[src/rtl/sbs_pkg.sv]
package sbs_pkg;
  localparam int STAT_W = 8;

  typedef struct packed {
    logic       in_full;
    logic       hid_full;
    logic       out_full;
    logic [4:0] zero;
  } stage_status_t;
endpackage

[src/rtl/sbs_hold_stage.sv]
module sbs_hold_stage #(
  parameter int W = 8
) (
  input  logic         clk,
  input  logic         rst_n,
  input  logic         clr_i,
  input  logic         load_i,
  input  logic         unload_i,
  input  logic [W-1:0] d_i,
  output logic         full_o,
  output logic [W-1:0] q_o
);
  logic         full_n;
  logic [W-1:0] q_n;

  always_comb begin
    full_n = full_o;
    q_n    = q_o;
    if (clr_i) begin
      full_n = 1'b0;
    end else if (load_i) begin
      full_n = 1'b1;
      q_n    = d_i;
    end else if (unload_i) begin
      full_n = 1'b0;
    end
  end

  always_ff @(posedge clk or negedge rst_n) begin
    if (!rst_n) begin
      full_o <= 1'b0;
      q_o    <= '0;
    end else begin
      full_o <= full_n;
      q_o    <= q_n;
    end
  end

  // a stage is loaded only when empty or emptying on the same edge
  a_r3_no_overwrite: assert property (@(posedge clk) disable iff (!rst_n)
    (load_i && !clr_i) |-> (!full_o || unload_i));
endmodule

[src/rtl/sbs_tx_path.sv]
module sbs_tx_path #(
  parameter int W = 8
) (
  input  logic         clk,
  input  logic         rst_n,
  input  logic         flush_i,
  input  logic         sync_i,
  input  logic         wr_valid_i,
  input  logic [W-1:0] wr_data_i,
  output logic         wr_ready_o,
  output logic         tx_valid_o,
  output logic [W-1:0] tx_data_o,
  input  logic         tx_ready_i,
  output logic         out_full_o,
  output logic         hid_full_o
);
  logic [W-1:0] out_q, hid_q;
  logic         out_load, out_unload, hid_load, hid_unload, tx_take;

  always_comb begin
    wr_ready_o = !out_full_o;
    out_load   = wr_valid_i && !out_full_o;
    tx_valid_o = hid_full_o || (!sync_i && out_full_o);
    tx_data_o  = hid_full_o ? hid_q : out_q;
    tx_take    = tx_valid_o && tx_ready_i;
    hid_unload = tx_take && hid_full_o;
    hid_load   = sync_i && out_full_o && (!hid_full_o || hid_unload);
    out_unload = hid_load || (tx_take && !hid_full_o);
  end

  sbs_hold_stage #(.W(W)) u_out (
    .clk(clk), .rst_n(rst_n), .clr_i(flush_i), .load_i(out_load),
    .unload_i(out_unload), .d_i(wr_data_i), .full_o(out_full_o), .q_o(out_q)
  );

  sbs_hold_stage #(.W(W)) u_hid (
    .clk(clk), .rst_n(rst_n), .clr_i(flush_i), .load_i(hid_load),
    .unload_i(hid_unload), .d_i(out_q), .full_o(hid_full_o), .q_o(hid_q)
  );

  // the hidden register stays empty while in asynchronous mode
  a_r4_async_hid_idle: assert property (@(posedge clk) disable iff (!rst_n)
    (!sync_i && !hid_full_o) |=> !hid_full_o);

  // a waiting byte reaches an empty hidden register on the next edge
  a_r5_handoff: assert property (@(posedge clk) disable iff (!rst_n)
    (sync_i && out_full_o && !hid_full_o && !flush_i) |=> hid_full_o);

  // a held hidden byte is presented and stays put until taken
  a_r6_hid_first: assert property (@(posedge clk) disable iff (!rst_n)
    (hid_full_o && !tx_ready_i && !flush_i) |=> (tx_valid_o && $stable(tx_data_o)));
endmodule

[src/rtl/sbs_rx_path.sv]
module sbs_rx_path #(
  parameter int W = 8
) (
  input  logic         clk,
  input  logic         rst_n,
  input  logic         flush_i,
  input  logic         sync_i,
  input  logic         rx_valid_i,
  input  logic [W-1:0] rx_data_i,
  output logic         rx_ready_o,
  output logic         rd_valid_o,
  output logic [W-1:0] rd_data_o,
  input  logic         rd_ready_i,
  output logic         in_full_o
);
  logic [W-1:0] in_q;
  logic         in_load, in_unload;

  always_comb begin
    in_load    = !sync_i && rx_valid_i && !in_full_o;
    in_unload  = in_full_o && rd_ready_i;
    rd_valid_o = in_full_o || (sync_i && rx_valid_i);
    rd_data_o  = in_full_o ? in_q : rx_data_i;
    rx_ready_o = sync_i ? (!in_full_o && rd_ready_i) : !in_full_o;
  end

  sbs_hold_stage #(.W(W)) u_in (
    .clk(clk), .rst_n(rst_n), .clr_i(flush_i), .load_i(in_load),
    .unload_i(in_unload), .d_i(rx_data_i), .full_o(in_full_o), .q_o(in_q)
  );

  // synchronous receive never fills the input latch
  a_r8_sync_bypass: assert property (@(posedge clk) disable iff (!rst_n)
    (sync_i && !in_full_o) |=> !in_full_o);

  // a latched byte is held steady until popped
  a_r7_rx_hold: assert property (@(posedge clk) disable iff (!rst_n)
    (in_full_o && !rd_ready_i && !flush_i) |=> (rd_valid_o && $stable(rd_data_o)));
endmodule

[src/rtl/scsi_byte_stage.sv]
module scsi_byte_stage
  import sbs_pkg::*;
#(
  parameter int DATA_W = 8
) (
  input  logic              clk,
  input  logic              rst_n,
  input  logic              flush_i,
  input  logic              sync_mode_i,
  input  logic              dma_wr_valid_i,
  input  logic [DATA_W-1:0] dma_wr_data_i,
  output logic              dma_wr_ready_o,
  output logic              bus_tx_valid_o,
  output logic [DATA_W-1:0] bus_tx_data_o,
  input  logic              bus_tx_ready_i,
  input  logic              bus_rx_valid_i,
  input  logic [DATA_W-1:0] bus_rx_data_i,
  output logic              bus_rx_ready_o,
  output logic              dma_rd_valid_o,
  output logic [DATA_W-1:0] dma_rd_data_o,
  input  logic              dma_rd_ready_i,
  output logic [STAT_W-1:0] status_o
);
  logic          out_full, hid_full, in_full;
  stage_status_t stat;

  sbs_tx_path #(.W(DATA_W)) u_tx (
    .clk(clk), .rst_n(rst_n), .flush_i(flush_i), .sync_i(sync_mode_i),
    .wr_valid_i(dma_wr_valid_i), .wr_data_i(dma_wr_data_i), .wr_ready_o(dma_wr_ready_o),
    .tx_valid_o(bus_tx_valid_o), .tx_data_o(bus_tx_data_o), .tx_ready_i(bus_tx_ready_i),
    .out_full_o(out_full), .hid_full_o(hid_full)
  );

  sbs_rx_path #(.W(DATA_W)) u_rx (
    .clk(clk), .rst_n(rst_n), .flush_i(flush_i), .sync_i(sync_mode_i),
    .rx_valid_i(bus_rx_valid_i), .rx_data_i(bus_rx_data_i), .rx_ready_o(bus_rx_ready_o),
    .rd_valid_o(dma_rd_valid_o), .rd_data_o(dma_rd_data_o), .rd_ready_i(dma_rd_ready_i),
    .in_full_o(in_full)
  );

  always_comb begin
    stat.in_full  = in_full;
    stat.hid_full = hid_full;
    stat.out_full = out_full;
    stat.zero     = '0;
    status_o      = stat;
  end

  // a flush leaves every stage empty
  a_r9_flush_clears: assert property (@(posedge clk) disable iff (!rst_n)
    flush_i |=> (status_o == '0));

  // a held output byte is not replaced before it moves on
  a_r3_wr_blocked: assert property (@(posedge clk) disable iff (!rst_n)
    (status_o[5] && !flush_i && !bus_tx_ready_i && !sync_mode_i) |=> status_o[5]);
endmodule

[config.mk]
export PLATFORM = sky130hd
export DESIGN_NAME = scsi_byte_stage
export DESIGN_NICKNAME = d
export VERILOG_FILES = /design/src/rtl/sbs_pkg.sv /design/src/rtl/sbs_hold_stage.sv /design/src/rtl/sbs_tx_path.sv /design/src/rtl/sbs_rx_path.sv /design/src/rtl/scsi_byte_stage.sv
export SDC_FILE = /design/constraint.sdc
export NUM_CORES = 1
export LEC_CHECK = 0
export BUFFER_PORTS_ARGS = -buffer_cell sky130_fd_sc_hd__buf_2
export CORE_MARGIN = 1.5
export CORE_UTILIZATION = 51
export DETAILED_ROUTE_END_ITERATION = 10
export PLACE_DENSITY = 0.95
export SLEW_MARGIN = 25
export SYNTH_ARGS = -nofsm -noshare
export SYNTH_HDL_FRONTEND = slang
export SYNTH_SLANG_ARGS = --single-unit
[constraint.sdc]
create_clock -name clk -period 3.2 [get_ports clk]
set_input_delay 0.16 -clock clk [delete_from_list [all_inputs] [get_ports clk]]
set_output_delay 0.16 -clock clk [all_outputs]
set_load 0.005 [all_outputs]
**Word-level counts from Yosys, hierarchy flattened**

Index checks and enable logic that the tools add are counted.

- $add $sub $neg: 0
- $mul: 0
- Divide/modulo/power cells: 0
- Magnitude comparators: 0
- Equality and inequality tests: 0
- Shift operators: 0
- Multiplexer cells: 12
- Bitwise logic cells: 1
- Reduce and logical (&&, ||, !) cells: 26

Operators with widths:

| kind | count |
|---|---|
| $mux W8 | 2 |
| $logic_and A1 B1 Y1 | 12 |
| $mux W1 | 10 |
| $reduce_bool A3 Y1 | 3 |
| $reduce_and A2 Y1 | 3 |
| $logic_not A1 Y1 | 4 |
| $logic_or A1 B1 Y1 | 4 |
| $not A1 Y1 | 1 |

- Bits in registers: 27
- Bits in latches: 0
- RAM bits: 0
- Bits in read-only memories: 0
- Output and inout bits: 28
- Memories: 0

**Depth between registers and ports, before layout**

- Depth after elaboration: 11
- Depth in mapped cells: 4
- Mapped depth without buffers: 3

**Cells and area by module**

A second synthesis with hierarchy kept.

- Cell total of the unflattened synthesis: 108
- Area total of the unflattened synthesis: 1569.0 um2

Modules (own cells, without submodules):

| module | times used | cells each | area an instance (um2) | sequential area each (um2) |
|---|---|---|---|---|
| sbs_hold_stage | 3 | 22 | 385.4 | 225.2 |
| sbs_tx_path | 1 | 19 | 192.7 | 0.0 |
| sbs_rx_path | 1 | 14 | 156.4 | 0.0 |
| scsi_byte_stage | 1 | 9 | 63.8 | 0.0 |

**Worst setup path before layout**

Ideal clock, no wire load.

- Path type: flip-flop to flip-flop
- Start point: reg u_tx.u_out.full_o
- End point: reg u_tx.u_out.q_o[0]
- Arrival time: 1225 ps
- Slack: 1850 ps
- Cell stages (with the launch flop): 3
- Path buffers: 0
- Period minus slack after synthesis: 1350 ps
- Path through: dfrtp_1 nor3b_2 mux2_2

- Word-level cells in the longest chain between the ends: 3

Ends and longest elaborated chain:

| what | RTL line | RTL |
|---|---|---|
| from (decl) | sbs_hold_stage.sv:10 | `output logic full_o,` |
| from (signal assigned) | sbs_hold_stage.sv:34 | `full_o <= full_n;` |
| $logic_not A1 Y1 | sbs_tx_path.sv:22 | `out_load = wr_valid_i && !out_full_o;` |
| $logic_and A1 B1 Y1 | sbs_tx_path.sv:22 |  |
| $reduce_and A2 Y1 (no line) | - |  |
| to (signal assigned) | sbs_hold_stage.sv:35 | `q_o <= q_n;` |
| to (decl) | sbs_hold_stage.sv:11 | `output logic [W-1:0] q_o` |

No other way between the ends.
A chain may end at the register's enable or synchronous reset.

**Worst setup path in the final report**

- Start point: reg u_tx.u_hid.full_o
- End point: reg u_tx.u_hid.q_o[0]

- Word-level cells in the longest chain between the ends: 6

Ends and longest elaborated chain:

| what | RTL line | RTL |
|---|---|---|
| from (decl) | sbs_hold_stage.sv:10 |  |
| from (signal assigned) | sbs_hold_stage.sv:34 |  |
| $logic_or A1 B1 Y1 | sbs_tx_path.sv:23 | `tx_valid_o = hid_full_o \|\| (!sync_i && out_full_o);` |
| $logic_and A1 B1 Y1 | sbs_tx_path.sv:25 | `tx_take = tx_valid_o && tx_ready_i;` |
| $logic_and A1 B1 Y1 | sbs_tx_path.sv:26 | `hid_unload = tx_take && hid_full_o;` |
| $logic_or A1 B1 Y1 (*) | sbs_tx_path.sv:27 | `hid_load = sync_i && out_full_o && (!hid_full_o \|\| hid_unload);` |
| $logic_and A1 B1 Y1 (*) | sbs_tx_path.sv:27 |  |
| $reduce_and A2 Y1 (no line) (*) | - |  |
| to (signal assigned) | sbs_hold_stage.sv:35 |  |
| to (decl) | sbs_hold_stage.sv:11 |  |

Mark *: on every way between the ends. The rest lies on a longest branch, timed or not.

==> flow_summary.ini <==
[power]
power_w = 0.000835
p_leak_nw = 0.751
vdd_drop_max_uv = 349
powerDensity_nw_per_um2 = 526

[global_routing]
antenna_found_initial = 0
grt_usage_pct = 18.3
grt_max_degree = 28
grt_pass1_vias = 865
overflow = 0
grt_pass1_wl_mm = 3.77

[placed_design]
gp_congestion = 0.667
pre_cts_ws_ns = 1.53
postPlaceCellArea_um2 = 1550
hpwl_mm = 1.88
io_buffers = 46

[clock_tree]
post-cts-setup-buffer-count = 0
h-tree-depth = 1
numClockSinks = 27
clock_latency_ns = 0.33
cts_tree = done
root_buffer = clkbuf_4
ctsResizeCount = 0
cts_buffers = 3
clkTransAtPathRegs_ns = 0.14
ctsLongestPathBuffers = 2

[floorplan]
fp.dieArea_um2 = 2950
io_pins = 52
die_w_um = 54.3
start_util_pct = 54.1
rows = 18
die_y_um = 54.3
coreArea_um2 = 2480

[drt]
drt_iter0_drc = 6
firstDrtPassIters = 4
vias = 906
drt-wirelength-per-cell_um = 14.3
route.detailed.drc = 0
wirelength_mm = 2.44
ant_nets = 0
viasPerCell = 5.30

[layout]
drive_gt1_share_pct = 67.4
final_net_count = 166
syn_to_final_growth_pct = 18.3
finish.utilization_pct = 64.0
final_area_um2 = 1590
antenna_cells = 0

[critical_path]
start_kind = register
ff2ff_path_depth = 3
cp_max_fo = 12
cp-end-kind = register
worstPathArrival_ns = 1.94
rr_endpoint = u_tx.u_hid.q_o[0]$_DFFE_PN0P_
critPathLaunch = u_tx.u_hid.full_o$_DFFE_PN0P_
crit_type = register to register
critPathRequiredTime_ns = 3.43
critPathCapture = u_tx.u_hid.q_o[0]$_DFFE_PN0P_
r2r_start = u_tx.u_hid.full_o$_DFFE_PN0P_
ff2ff_setup_slack_ns = 1.49

[synthesis]
synth_ff_type = dfrtp_1
yosys_warnings = 0
syn-instance-count = 98
synthDistinctLibCells = 19
synthArstFlopShare_pct = 100
synth_seq_cells = 27
syn_area_per_cell_um2 = 13.7
synth-edff-count = 0
ys_seq_area_share_pct = 50.4
synth_area_um2 = 1340

[sta]
clock.fmax_mhz = 586
final.setup.tns_ns = 0
setup_viol = 0
fin_crit_sh_pct = 53.4
max_slew_margin_pct = 54.0
finalHoldViolCount = 0
clock_skew_ns = 0.00162
final.min_clock_period_ns = 1.71
slew_viol_final = 0
rsz0062_at_grt = false
postLayoutSetupSlackWorst_ns = 1.49
worstMarginPinSlew_ns = 0.687

[outcome]
status = finished clean

[hold_path]
hold_path_class = input port to register

[flow_run]
max_cap_violations = 0
==> layer usage <==
metal,up-vias,global-route usage (%),wire (µm)
met1,453,22.0,967
met2,29,31.5,1300
met3,7,3.28,110
met5,-,0,0
li1,417,-,-
met4,0,8.75,61
==> placed cells by master (no fill, tap or decap) <==
master,Yosys,layout
inv_1,2,2
nor4b_4,1,1
dfrtp_1,27,27
a21oi_1,3,3
o21bai_1,1,1
buf_2,1,46
clkinvlp_4,0,1
a21o_2,2,2
conb_1,1,5
nor3b_4,1,1
nor3_1,1,1
dlygate4sd3_1,0,1
o21ai_0,1,1
nand2_1,2,2
nor2_1,2,2
nand2b_1,1,1
nor3b_2,1,1
clkbuf_4,0,3
mux2_2,40,40
==> synthesized netlist by cell type, types with 2 or more instances <==
master    count  area (µm²)
mux2_2       40         450
nor2_1        2        7.51
inv_1         2        7.51
nand2_1       2        7.51
a21oi_1       3        15.0
a21o_2        2        17.5
dfrtp_1      27         676
buf_4         8        60.1
clkbuf_1      2        7.51
==> what timing repair did <==
item | in CTS | in global routing
endpoints found under the setup margin | 0 | 0
endpoints found under the hold margin | 27 | 0
hold buffers | 1 | 0
==> critical path, stage by stage (launching register included) <==
cell and delay (ns):
dfrtp_1 0.57, nand2b_1 0.19, nor3b_4 0.46, mux2_2 0.39
==> report_power, final <==
group | internal (W) | total (W) | switching, W | leakage, nW
combinational | 0.000134 | 0.000207 | 0.0000728 | 0.412
clock | 0.0000479 | 0.000151 | 0.000103 | 0.0139
sequential | 0.000425 | 0.000478 | 0.0000522 | 0.325
==> metrics by stage <==
| step | std cells | hold WS, ns |
|---|---|---|
| after floorplan | 102 | -0.136 |
| after global placement | 166 | 0.175 |
| after detailed placement | 166 | 0.198 |
| after CTS | 171 | 0.0448 |
| after global routing | 171 | 0.0299 |
| final | 171 | 0.0484 |
==> registers in the layout, summed over array words and instances (netlist names) <==
| signal | count |
|---|---|
| u_tx.u_out.q_o | 8 |
| u_tx.u_hid.q_o | 8 |
| u_tx.u_out.full_o | 1 |
| u_rx.u_in.q_o | 8 |
| u_rx.u_in.full_o | 1 |
| u_tx.u_hid.full_o | 1 |
==> worst min path at each step <==
stage	from	endpoint	slack, ns	cells past startpoint
after floorplan	rst_n	u_rx.u_in.full_o$_DFFE_PN0P_	-0.14	0
after global placement	rst_n	u_tx.u_hid.q_o[5]$_DFFE_PN0P_	0.17	1
after detailed placement	rst_n	u_tx.u_out.q_o[2]$_DFFE_PN0P_	0.20	1
after CTS	dma_wr_data_i[0]	u_tx.u_out.q_o[0]$_DFFE_PN0P_	0.04	2
after global routing	dma_wr_data_i[5]	u_tx.u_out.q_o[5]$_DFFE_PN0P_	0.03	2
final	dma_wr_data_i[0]	u_tx.u_out.q_o[0]$_DFFE_PN0P_	0.05	2
==> logic make-up after synthesis <==
group | Yosys count | share of synthesized area, %
flops | 27 | 50.4
compound gates | 7 | 3.36
mux | 40 | 33.6
other cells | 1 | 0.280
simple gates | 9 | 6.06
buf+inv | 14 | 6.34
==> layout make-up <==
| cell class | instances | area, µm² |
|---|---|---|
| clock inverters | 1 | 7.51 |
| inverters | 2 | 7.51 |
| fillers | 201 | 891 |
| multi-input cells | 61 | 596 |
| repair buffers | 47 | 240 |
| clock buffers | 3 | 22.5 |
| flip-flops and latches | 27 | 676 |
| well taps | 30 | 37.5 |
Power figures use the tool's default switching activity.
